--- src/rtl/boot_cfg_pkg.sv ---
package boot_cfg_pkg;

   // Stream positions decoded by the loader; everything above is ignored.
   localparam int unsigned FIELD_W       = 18;
   localparam int unsigned POS_ZERO      = 0;
   localparam int unsigned POS_RATE      = 1;
   localparam int unsigned POS_MULT      = 5;
   localparam int unsigned POS_ENDIAN    = 8;
   localparam int unsigned POS_WRMODE    = 9;
   localparam int unsigned POS_TIMER     = 11;
   localparam int unsigned POS_BUSW      = 12;
   localparam int unsigned POS_DRIVE     = 13;
   localparam int unsigned POS_DELAY     = 15;

   localparam logic [2:0] MULT_RSV_CODE = 3'd7;
   localparam logic [3:0] RATE_MAX_CODE = 4'd8;

   typedef enum logic [2:0] {
      SEQ_IDLE,
      SEQ_WAIT,
      SEQ_SHIFT,
      SEQ_HOLD,
      SEQ_READY
   } seq_state_e;

   typedef struct packed {
      logic [2:0] mult_code;
      logic [3:0] mult_factor;
      logic       big_endian;
      logic       bus_32bit;
      logic [1:0] single_wr_mode;
      logic [3:0] blk_wr_rate;
      logic [2:0] wr_data_delay;
      logic [1:0] drive_code;
      logic [6:0] drive_pct;
      logic       timer_irq_off;
   } boot_cfg_t;

   function automatic logic [3:0] mult_factor_of(input logic [2:0] code);
      return (code == MULT_RSV_CODE) ? 4'd0 : ({1'b0, code} + 4'd2);
   endfunction

   function automatic logic [6:0] drive_pct_of(input logic [1:0] code);
      case (code)
         2'b10:   return 7'd100;
         2'b11:   return 7'd83;
         2'b00:   return 7'd67;
         default: return 7'd50;
      endcase
   endfunction

endpackage

--- src/rtl/boot_seq_ctrl.sv ---
module boot_seq_ctrl
   import boot_cfg_pkg::*;
#(
   parameter int unsigned DIV_RATIO   = 256,
   parameter int unsigned START_DELAY = 256,
   parameter int unsigned STREAM_BITS = 256,
   parameter int unsigned HOLD_CYCLES = 65537
) (
   input  logic clk,
   input  logic rst_n,
   input  logic pwr_good,
   input  logic warm_rst,
   output logic mode_clk,
   output logic sample_stb,
   output logic last_stb,
   output logic capture_clr,
   output logic cpu_release
);

   localparam int unsigned PH_W    = $clog2(DIV_RATIO);
   localparam int unsigned CNT_MAX = (START_DELAY > HOLD_CYCLES) ? START_DELAY : HOLD_CYCLES;
   localparam int unsigned CNT_W   = $clog2(CNT_MAX) + 1;
   localparam int unsigned IDX_W   = $clog2(STREAM_BITS) + 1;

   localparam logic [PH_W-1:0]  PH_LAST    = PH_W'(DIV_RATIO - 1);
   localparam logic [PH_W-1:0]  PH_MID     = PH_W'(DIV_RATIO / 2 - 1);
   localparam logic [CNT_W-1:0] START_LAST = CNT_W'(START_DELAY - 1);
   localparam logic [CNT_W-1:0] HOLD_LAST  = CNT_W'(HOLD_CYCLES - 1);
   localparam logic [IDX_W-1:0] IDX_LAST   = IDX_W'(STREAM_BITS - 1);

   seq_state_e       state_q, state_d;
   logic [PH_W-1:0]  ph_q, ph_d;
   logic [CNT_W-1:0] cnt_q, cnt_d;
   logic [IDX_W-1:0] idx_q, idx_d;
   logic             mclk_q, mclk_d;
   logic             rel_q, rel_d;

   assign sample_stb  = (state_q == SEQ_SHIFT) && (ph_q == PH_LAST);
   assign last_stb    = sample_stb && (idx_q == IDX_LAST);
   assign capture_clr = (state_q == SEQ_WAIT) || !pwr_good;

   always_comb begin
      state_d = state_q;
      ph_d    = ph_q;
      cnt_d   = cnt_q;
      idx_d   = idx_q;
      mclk_d  = 1'b0;
      case (state_q)
         SEQ_IDLE: begin
            state_d = SEQ_WAIT;
            cnt_d   = '0;
         end
         SEQ_WAIT: begin
            if (cnt_q == START_LAST) begin
               state_d = SEQ_SHIFT;
               ph_d    = '0;
               idx_d   = '0;
            end else begin
               cnt_d = cnt_q + 1'b1;
            end
         end
         SEQ_SHIFT: begin
            mclk_d = mclk_q;
            ph_d   = ph_q + 1'b1;
            if (ph_q == PH_MID) begin
               mclk_d = 1'b1;
            end
            if (sample_stb) begin
               ph_d   = '0;
               mclk_d = 1'b0;
               if (last_stb) begin
                  state_d = SEQ_HOLD;
                  cnt_d   = '0;
               end else begin
                  idx_d = idx_q + 1'b1;
               end
            end
         end
         SEQ_HOLD: begin
            if (cnt_q == HOLD_LAST) begin
               state_d = SEQ_READY;
            end else begin
               cnt_d = cnt_q + 1'b1;
            end
         end
         SEQ_READY: begin
            state_d = SEQ_READY;
         end
         default: begin
            state_d = SEQ_IDLE;
         end
      endcase
      rel_d = (state_d == SEQ_READY) && !warm_rst;
      if (!pwr_good) begin
         state_d = SEQ_IDLE;
         ph_d    = '0;
         cnt_d   = '0;
         idx_d   = '0;
         mclk_d  = 1'b0;
         rel_d   = 1'b0;
      end
   end

   always_ff @(posedge clk or negedge rst_n) begin
      if (!rst_n) begin
         state_q <= SEQ_IDLE;
         ph_q    <= '0;
         cnt_q   <= '0;
         idx_q   <= '0;
         mclk_q  <= 1'b0;
         rel_q   <= 1'b0;
      end else begin
         state_q <= state_d;
         ph_q    <= ph_d;
         cnt_q   <= cnt_d;
         idx_q   <= idx_d;
         mclk_q  <= mclk_d;
         rel_q   <= rel_d;
      end
   end

   assign mode_clk    = mclk_q;
   assign cpu_release = rel_q;

endmodule

--- src/rtl/boot_capture.sv ---
module boot_capture
   import boot_cfg_pkg::*;
#(
   parameter int unsigned STREAM_BITS = 256,
   parameter bit          FULL_IMAGE  = 1'b0
) (
   input  logic               clk,
   input  logic               rst_n,
   input  logic               clr,
   input  logic               stb,
   input  logic               din,
   output logic [FIELD_W-1:0] img_next
);

   generate
      if (FULL_IMAGE) begin : g_full
         // Whole stream shifts through; the first bit ends at position 0.
         logic [STREAM_BITS-1:0] sh_q, sh_d;

         always_comb begin
            sh_d = stb ? {din, sh_q[STREAM_BITS-1:1]} : sh_q;
         end

         always_ff @(posedge clk or negedge rst_n) begin
            if (!rst_n) begin
               sh_q <= '0;
            end else if (clr) begin
               sh_q <= '0;
            end else begin
               sh_q <= sh_d;
            end
         end

         assign img_next = sh_d[FIELD_W-1:0];
      end else begin : g_idx
         // Only the decoded positions are stored; a saturating pointer steers bits.
         localparam int unsigned PTR_W = $clog2(FIELD_W + 1);
         localparam logic [PTR_W-1:0] PTR_END = PTR_W'(FIELD_W);

         logic [PTR_W-1:0]   ptr_q;
         logic [FIELD_W-1:0] f_q, f_d;

         always_comb begin
            f_d = f_q;
            for (int i = 0; i < FIELD_W; i++) begin
               if (stb && (ptr_q == PTR_W'(i))) begin
                  f_d[i] = din;
               end
            end
         end

         always_ff @(posedge clk or negedge rst_n) begin
            if (!rst_n) begin
               f_q   <= '0;
               ptr_q <= '0;
            end else if (clr) begin
               f_q   <= '0;
               ptr_q <= '0;
            end else begin
               f_q <= f_d;
               if (stb && (ptr_q != PTR_END)) begin
                  ptr_q <= ptr_q + 1'b1;
               end
            end
         end

         assign img_next = f_d;
      end
   endgenerate

endmodule

--- src/rtl/boot_field_decode.sv ---
module boot_field_decode
   import boot_cfg_pkg::*;
(
   input  logic [FIELD_W-1:0] img,
   output boot_cfg_t          cfg,
   output logic               bad
);

   always_comb begin
      cfg.mult_code      = img[POS_MULT +: 3];
      cfg.mult_factor    = mult_factor_of(img[POS_MULT +: 3]);
      cfg.big_endian     = img[POS_ENDIAN];
      cfg.bus_32bit      = img[POS_BUSW];
      cfg.single_wr_mode = img[POS_WRMODE +: 2];
      cfg.blk_wr_rate    = img[POS_RATE +: 4];
      cfg.wr_data_delay  = img[POS_DELAY +: 3];
      cfg.drive_code     = img[POS_DRIVE +: 2];
      cfg.drive_pct      = drive_pct_of(img[POS_DRIVE +: 2]);
      cfg.timer_irq_off  = img[POS_TIMER];
      bad = img[POS_ZERO]
          | (img[POS_MULT +: 3] == MULT_RSV_CODE)
          | (img[POS_RATE +: 4] > RATE_MAX_CODE);
   end

endmodule

--- src/rtl/boot_mode_loader.sv ---
module boot_mode_loader
   import boot_cfg_pkg::*;
#(
   parameter int unsigned DIV_RATIO   = 256,
   parameter int unsigned START_DELAY = 256,
   parameter int unsigned STREAM_BITS = 256,
   parameter int unsigned HOLD_CYCLES = 65537,
   parameter bit          FULL_IMAGE  = 1'b0
) (
   input  logic       clk,
   input  logic       rst_n,
   input  logic       pwr_good,
   input  logic       warm_rst,
   input  logic       serial_in,
   output logic       mode_clk,
   output logic       cfg_done,
   output logic       cfg_err,
   output logic       cpu_release,
   output logic [2:0] mult_code,
   output logic [3:0] mult_factor,
   output logic       big_endian,
   output logic       bus_32bit,
   output logic [1:0] single_wr_mode,
   output logic [3:0] blk_wr_rate,
   output logic [2:0] wr_data_delay,
   output logic [1:0] drive_code,
   output logic [6:0] drive_pct,
   output logic       timer_irq_off
);

   if (DIV_RATIO < 4 || (DIV_RATIO % 2) != 0) begin : g_bad_div
      $error("DIV_RATIO must be even and at least 4");
   end
   if (STREAM_BITS < FIELD_W) begin : g_bad_len
      $error("STREAM_BITS must cover all decoded positions");
   end
   if (START_DELAY < 1 || HOLD_CYCLES < 1) begin : g_bad_cnt
      $error("START_DELAY and HOLD_CYCLES must be nonzero");
   end

   logic               sample_stb, last_stb, capture_clr;
   logic [FIELD_W-1:0] img_next;
   boot_cfg_t          cfg_dec, cfg_q;
   logic               bad_dec, err_q, done_q;

   boot_seq_ctrl #(
      .DIV_RATIO  (DIV_RATIO),
      .START_DELAY(START_DELAY),
      .STREAM_BITS(STREAM_BITS),
      .HOLD_CYCLES(HOLD_CYCLES)
   ) u_seq (
      .clk        (clk),
      .rst_n      (rst_n),
      .pwr_good   (pwr_good),
      .warm_rst   (warm_rst),
      .mode_clk   (mode_clk),
      .sample_stb (sample_stb),
      .last_stb   (last_stb),
      .capture_clr(capture_clr),
      .cpu_release(cpu_release)
   );

   boot_capture #(
      .STREAM_BITS(STREAM_BITS),
      .FULL_IMAGE (FULL_IMAGE)
   ) u_cap (
      .clk     (clk),
      .rst_n   (rst_n),
      .clr     (capture_clr),
      .stb     (sample_stb),
      .din     (serial_in),
      .img_next(img_next)
   );

   boot_field_decode u_dec (
      .img(img_next),
      .cfg(cfg_dec),
      .bad(bad_dec)
   );

   always_ff @(posedge clk or negedge rst_n) begin
      if (!rst_n) begin
         cfg_q  <= '0;
         err_q  <= 1'b0;
         done_q <= 1'b0;
      end else if (!pwr_good) begin
         cfg_q  <= '0;
         err_q  <= 1'b0;
         done_q <= 1'b0;
      end else if (last_stb) begin
         cfg_q  <= cfg_dec;
         err_q  <= bad_dec;
         done_q <= 1'b1;
      end
   end

   assign cfg_done       = done_q;
   assign cfg_err        = err_q;
   assign mult_code      = cfg_q.mult_code;
   assign mult_factor    = cfg_q.mult_factor;
   assign big_endian     = cfg_q.big_endian;
   assign bus_32bit      = cfg_q.bus_32bit;
   assign single_wr_mode = cfg_q.single_wr_mode;
   assign blk_wr_rate    = cfg_q.blk_wr_rate;
   assign wr_data_delay  = cfg_q.wr_data_delay;
   assign drive_code     = cfg_q.drive_code;
   assign drive_pct      = cfg_q.drive_pct;
   assign timer_irq_off  = cfg_q.timer_irq_off;

endmodule

--- config.mk ---
export PLATFORM = sky130hd
export DESIGN_NAME = boot_mode_loader
export DESIGN_NICKNAME = d
export VERILOG_FILES = /design/src/rtl/boot_cfg_pkg.sv /design/src/rtl/boot_seq_ctrl.sv /design/src/rtl/boot_capture.sv /design/src/rtl/boot_field_decode.sv /design/src/rtl/boot_mode_loader.sv
export SDC_FILE = /design/constraint.sdc
export NUM_CORES = 1
export LEC_CHECK = 0
export BUFFER_PORTS_ARGS = -buffer_cell sky130_fd_sc_hd__buf_4
export CORE_ASPECT_RATIO = 0.75
export CORE_UTILIZATION = 36
export DETAILED_ROUTE_END_ITERATION = 6
export GPL_TIMING_DRIVEN = 0
export PLACE_DENSITY = 0.59
export SLEW_MARGIN = 20
export SYNTH_ARGS = -nofsm -noshare
export SYNTH_HDL_FRONTEND = slang
export SYNTH_SLANG_ARGS = --single-unit
--- constraint.sdc ---
create_clock -name clk -period 6.6 [get_ports clk]
set_clock_uncertainty 0.15 [all_clocks]
set_input_delay 0.66 -clock clk [delete_from_list [all_inputs] [get_ports clk]]
set_output_delay 0.66 -clock clk [all_outputs]
set_load 0.02 [all_outputs]
==> results of run 1 <==
where the power goes:
part	internal [W]	switching, W
Sequential	0.000565	0.00000145
Clock	0.000346	0.000224
Combinational	0.00000607	0.0000285
Total	0.000916	0.000254
through the flow:
stage | worst slack [ps] | instances | total power (W)
floorplan | 4030 | 485 | 0.000593
global placement | 3670 | 684 | 0.000612
detailed placement | 3600 | 684 | 0.000612
CTS | 3580 | 700 | 0.00118
global route | 3430 | 700 | 0.00121
finish | 3580 | 700 | 0.00117
registers in the layout (all words and copies together) (netlist names), 3 cells and up:
name	count
wr_data_delay	3
u_seq.idx_q	9
u_cap.g_idx.ptr_q	5
drive_pct	6
u_seq.cnt_q	18
mult_code	3
mult_factor	4
blk_wr_rate	4
u_seq.ph_q	8
u_cap.g_idx.f_q	18
u_seq.state_q	3
layout make-up:
type	instances	area (um2)
clock buffers	10	239
fillers	1224	6970
inverters	16	60.1
plain buffers	23	103
repair buffers	33	251
multi-input cells	354	2160
clock inverters	6	93.8
flip-flops and latches	92	2300
well taps	166	208
logic make-up (layout without fill, tap and decap cells):
| family | count (synthesis) | in the layout |
|---|---|---|
| simple gates | 202 | 202 |
| compound gates | 101 | 101 |
| flops | 92 | 92 |
| buf+inv | 39 | 88 |
| mux | 22 | 22 |
| fa+ha+maj | 15 | 15 |
| xor+xnor | 13 | 13 |
| other cells | 1 | 1 |
synthesized netlist by cell type (all sizes together), types with 11 or more instances:
cell	number
nand2	64
xnor2	11
and3	19
mux2i	21
dfrtp	92
o21ai	49
clkbuf	13
nor2	53
ha	15
nand3	18
inv	16
routing by layer:
layer,part of all wire,track usage,up-vias
li1,-,-,1787
met1,0.50,0.236,1841
met2,0.46,0.270,49
met3,0.029,0.0429,9
met4,0.0084,0.0389,0
met5,0,0,-
critical path, delay by kind of cell, from the launching register on:
kind / cells / cell delay (ps)
adders and majority gates: 2 / 550
AOI/OAI and AO/OA: 1 / 210
and+or+nand+nor: 3 / 630
muxes: 1 / 420
buffers and inverters: 3 / 550
DFF: 1 / 380
worst paths after layout:
check | startpoint | to
worst min register to register | big_endian | big_endian
worst max register to register | u_seq.ph_q[0] | drive_pct[5]
worst max-delay path | u_seq.ph_q[0] | drive_pct[5]
worst min-delay path | rst_n | blk_wr_rate[1]
max in group asynchronous | rst_n | u_seq.cnt_q[5]
min in group clk | warm_rst | u_seq.cpu_release
==> flow_metrics.tcl, run 1 <==
set metrics [dict create \
    synth_fa_ha_area_frac 0.0406 \
    initial_core_util 0.373 \
    outcome "completed" \
    cp-start-kind "register" \
    fin_nets 549 \
    clk_latency_ps 340 \
    ctsHoldBuffers 0 \
    vias 3686 \
    h-tree-depth 3 \
    io_buffers 33 \
    gp_congestion 0.804 \
    crit_required_ps 6680 \
    setup_viol 0 \
    rows 35 \
    drc 0 \
    worstPathArrival_ps 3100 \
    grt.total_usage 0.171 \
    drtIter0Drc 253 \
    rrSetupSlack_ps 3580 \
    ir_drop_uv 135 \
    dieArea_um2 13300 \
    final_layout_size_suffix_gt1_frac 0.127 \
    yosysTopAreaCell "dfrtp_1" \
    synthXorXnorAreaFrac 0.0246 \
    cts_made_buffers 9 \
    cts_buffer_depth 2 \
    antenna_found_initial 0 \
    place_area_um2 5090 \
    synth_cell_types 57 \
    seq_area_frac_synth 0.497 \
    fmax_ghz 0.331 \
    fin_util 0.437 \
    synth_cells 485 \
    yosys.area_share.simple 0.215 \
    post-route-cell-area_um2 5420 \
    grt-ovfl-total 0 \
    grt_max_degree 93 \
    worstSetupPathType "register to register" \
    final_max_slew_viol_count 0 \
    grt_pass1_vias 3691 \
    synth_top_family_by_area "simple AND/OR/NAND/NOR gates" \
    ff2ff_path_depth 10 \
    synth_area_per_cell_um2 9.54 \
    final_cell_mix "92 x dfrtp_1, 64 x nand2_1, 53 x nor2_1, 44 x o21ai_0, 34 x buf_4" \
    fin_crit_ps 3020 \
    route.detailed.vias_per_inst 5.27 \
    maxCapViolations 0 \
    rsz0062_at_grt "no" \
    fp.dieW_um 133 \
    final_common_cell "dfrtp_1" \
    cts_tree "built" \
    synth_top_area_frac 0.497 \
    ys_async_sr_fraction 1.00 \
    synth-main-ff-cell "dfrtp_1" \
    syn_area_um2 4630 \
    max_slew.worst_pin.slew_ps 863 \
    clkTransAtPathRegs_ps 70 \
    setup_tns_ps 0 \
    synth_area_leaders "dfrtp_1 50%, nand2_1 5.2%, o21ai_0 4.8%, mux2i_1 4.5%, nor2_1 4.3%" \
    ios 37 \
    crit_path_frequent_cell "ha_1" \
    syn_to_final_growth_pct 17.1 \
    grt_pass1_wl_um 18100 \
    p_per_area_nw_per_um2 216 \
    synthesis.nets 505 \
    hold_path_class "input port to asynchronous set/reset pin" \
    root_buffer "clkbuf_16" \
    worstPathMaxFanout 10 \
    die_height_um 100 \
    synth_compound_area_frac 0.139 \
    synth_warnings 0 \
    cp-end-kind "register" \
    first_pass_iters 4 \
    synth-edff-count 0 \
    worst_path_max_delay_cell "mux2i_1" \
    cts-resized-gates 0 \
    hpwl_um 7400 \
    core_area_um2 12400 \
    post_drt_wl_per_cell_um 15.0 \
    path_cells "ha_1 -> and4_1 -> buf_4 -> and3_1 -> buf_2 -> nand4_1 -> mux2i_1 -> inv_1 -> ha_1 -> a22o_1" \
    final-hold-violation-count 0 \
    min_period_over_period 0.457 \
    synth-seq-cells 92 \
    worst_path_largest_cell_delay_ps 420 \
    ant_nets 0 \
    cts_setup_buffers 0 \
    synth.area.mux_share 0.0479 \
    power_leakage_nw 2.59 \
    clock_sinks 92 \
    totalWireLength_um 10500 \
    antenna_cells 0 \
    relSlewSlack 0.425 \
    worst_hold_slack_ps 221 \
]
No activity file was read; power rests on OpenSTA's default activity.
==> run 2, diff against run 1 <==
Settings changed: ABC_AREA set to 1.
Clock period 6.6 ns to 2.9 ns, I/O delays scaled along.
==> run 2 against run 1 <==
  * The run now ends with design-rule violations left
  * Critical path depth is 1 higher
  * Die area is 8.2% higher
  * Final cell count is 22% higher
  * Non-clock buffer count is 6 lower
  * Critical path type unchanged
  * Critical endpoint unchanged
  * Highest routed layer unchanged
==> flow_metrics.tcl, run 2 <==
set metrics [dict create \
    violations "design-rule violations" \
    final_common_cell "nand2_1" \
    fp.dieW_um 138 \
    root_buffer "clkbuf_16" \
    cts_made_buffers 9 \
    min_period_over_period 0.925 \
    worstPathMaxFanout 10 \
    worstHoldStart "pwr_good" \
    maxCapViolations 0 \
    cp-end-kind "register" \
    synth-seq-cells 92 \
    outcome "complete, but fails checks" \
    cts_buffer_depth 2 \
    drtIter0Drc 325 \
    fin_util 0.438 \
    hold_path_class "input port to register" \
    yosysTopAreaCell "dfrtp_1" \
    dieArea_um2 14400 \
    route.detailed.vias_per_inst 5.02 \
    place_area_um2 5480 \
    seq_area_frac_synth 0.459 \
    synth_area_per_cell_um2 7.92 \
    regArea_um2 2300 \
    synth-main-ff-cell "dfrtp_1" \
    synth_warnings 0 \
    synth_cells 633 \
    power_leakage_nw 2.89 \
    worstPathArrival_ps 2770 \
    first_pass_iters 7 \
    drc 4 \
    setup_tns_ps 0 \
    clock_sinks 92 \
    grt_pass1_vias 4020 \
    place_ws_ps 236 \
    cts-resized-gates 0 \
    final_cell_mix "165 x nand2_1, 92 x dfrtp_1, 68 x inv_1, 68 x nor2_1, 48 x nand3_1" \
    post_drt_wl_per_cell_um 13.4 \
    crit_start "u_seq.ph_q[0]" \
    reg_top3 "u_cap.g_idx.f_q x18, u_seq.cnt_q x18, u_seq.idx_q x9" \
    antenna_found_initial 0 \
    p_per_area_nw_per_um2 462 \
    post-route-cell-area_um2 5820 \
    fmax_ghz 0.373 \
    multiInputGateArea_um2 2310 \
    grt_max_degree 93 \
    n_fill_cell 1293 \
    rsz0062_at_grt "no" \
    final-hold-violation-count 0 \
    cts_setup_buffers 0 \
    clk_latency_ps 350 \
    ys_async_sr_fraction 1.00 \
    crit_required_ps 2980 \
    crit_path_frequent_cell "ha_1" \
    rows 36 \
    final_max_slew_viol_count 0 \
    syn_area_um2 5010 \
    hpwl_um 8280 \
    worst_path_max_delay_cell "dfrtp_1" \
    core_area_um2 13300 \
    grt_pass1_wl_um 19700 \
    synth_area_leaders "dfrtp_1 46%, nand2_1 12%, inv_1 5.1%, nor2_1 5.1%, nand3_1 4.8%" \
    ir_drop_uv 297 \
    dp.cells 837 \
    antenna_cells 0 \
    synth-edff-count 0 \
    gp_congestion 0.861 \
    ios 37 \
    cp-start-kind "register" \
    totalWireLength_um 11500 \
    grt-ovfl-total 0 \
    die_height_um 104 \
    worst_path_largest_cell_delay_ps 380 \
    synthesis.nets 653 \
    final_layout_size_suffix_gt1_frac 0.145 \
    fin_cells 855 \
    fin_crit_ps 2680 \
    h-tree-depth 3 \
    relSlewSlack 0.431 \
    grt.total_usage 0.170 \
    initial_core_util 0.377 \
    setup_viol 0 \
    clkTransAtPathRegs_ps 60 \
    fin_nets 699 \
    path_cells "ha_1 -> nand2_1 -> nor2_2 -> nand2_2 -> nor2_4 -> buf_6 -> nand4_1 -> o21ai_2 -> inv_1 -> ha_1 -> a22o_1" \
    worstSetupPathType "register to register" \
    cts_tree "built" \
    ant_nets 0 \
    ys_top_cells_by_count "165 x nand2_1, 92 x dfrtp_1, 68 x inv_1, 68 x nor2_1, 48 x nand3_1" \
    yosysMostFrequentCell "nand2_1" \
    synth_cell_types 43 \
    max_slew.worst_pin.slew_ps 853 \
    syn_to_final_growth_pct 16.0 \
    vias 4294 \
    r2r_start "u_seq.ph_q[0]" \
    synth_top_area_frac 0.459 \
    io_buffers 33 \
    setup_ws_ps 218 \
]
-- run 2: timing repair --
action	4_1_cts	5_1_grt
hold endpoints to repair	93	0
hold buffers	2	0
setup endpoints to repair	0	0
-- run 2: cells by family (layout without fill, tap and decap cells) --
logic type | Yosys count | in the layout | synth area share
other | 1 | 1 | 0.000748
DFF | 92 | 92 | 0.459
AOI/OAI and AO/OA | 78 | 78 | 0.0901
adders and majority gates | 15 | 15 | 0.0374
and+or+nand+nor | 350 | 350 | 0.325
buffers and inverters | 92 | 143 | 0.0789
xor gates and xnor gates | 5 | 5 | 0.00874
-- run 2: path summary, 6_finish.rpt --
| path | to | slack (ps) | depth (start not counted) |
|---|---|---|---|
| max in group asynchronous | u_seq.cnt_q[10] | 1570 | 2 |
| setup / recovery | drive_pct[5] | 220 | 11 |
| hold / removal | u_seq.state_q[2] | 180 | 3 |
| min in group asynchronous | u_seq.idx_q[4] | 430 | 2 |
| setup reg to reg | drive_pct[5] | 220 | 11 |
| hold reg to reg | mult_code[0] | 340 | 2 |
-- run 2: power breakdown --
part	total (W)	switching [W]	internal, W
sequential	0.00129	0.00000615	0.00129
combinational	0.000131	0.000102	0.0000297
clock	0.00126	0.000485	0.000774
-- run 2: metal layers --
metal / vias up / track usage / routed length, um
met5: - / 0 / 0
met4: 0 / 0.0554 / 138
met3: 10 / 0.0474 / 542
met2: 93 / 0.248 / 5010
met1: 2052 / 0.241 / 5780
li1: 2139 / - / -
-- run 2: cell type report --
class | count | area share
Tap cell | 171 | 0.0368
Clock inverter | 5 | 0.0129
Clock buffer | 11 | 0.0417
Buffer | 15 | 0.0176
Inverter | 77 | 0.0503
Timing Repair Buffer | 35 | 0.0467
Sequential cell | 92 | 0.396
Multi-Input combinational cell | 449 | 0.398
-- run 2: worst max-delay path: cells and delay by family (launching register included) --
kind	cells	cell delay, ps
AOI/OAI and AO/OA	2	500
adders and majority gates	2	520
buffers and inverters	2	280
DFF	1	380
and+or+nand+nor	5	730
-- run 2: stage by stage --
stage                     power (W)  hold slack [ps]
after global routing        0.00279              212
after floorplan             0.00139             -156
after detailed placement    0.00145              290
final                       0.00269              184
after global placement      0.00145              299
after CTS                   0.00272              173
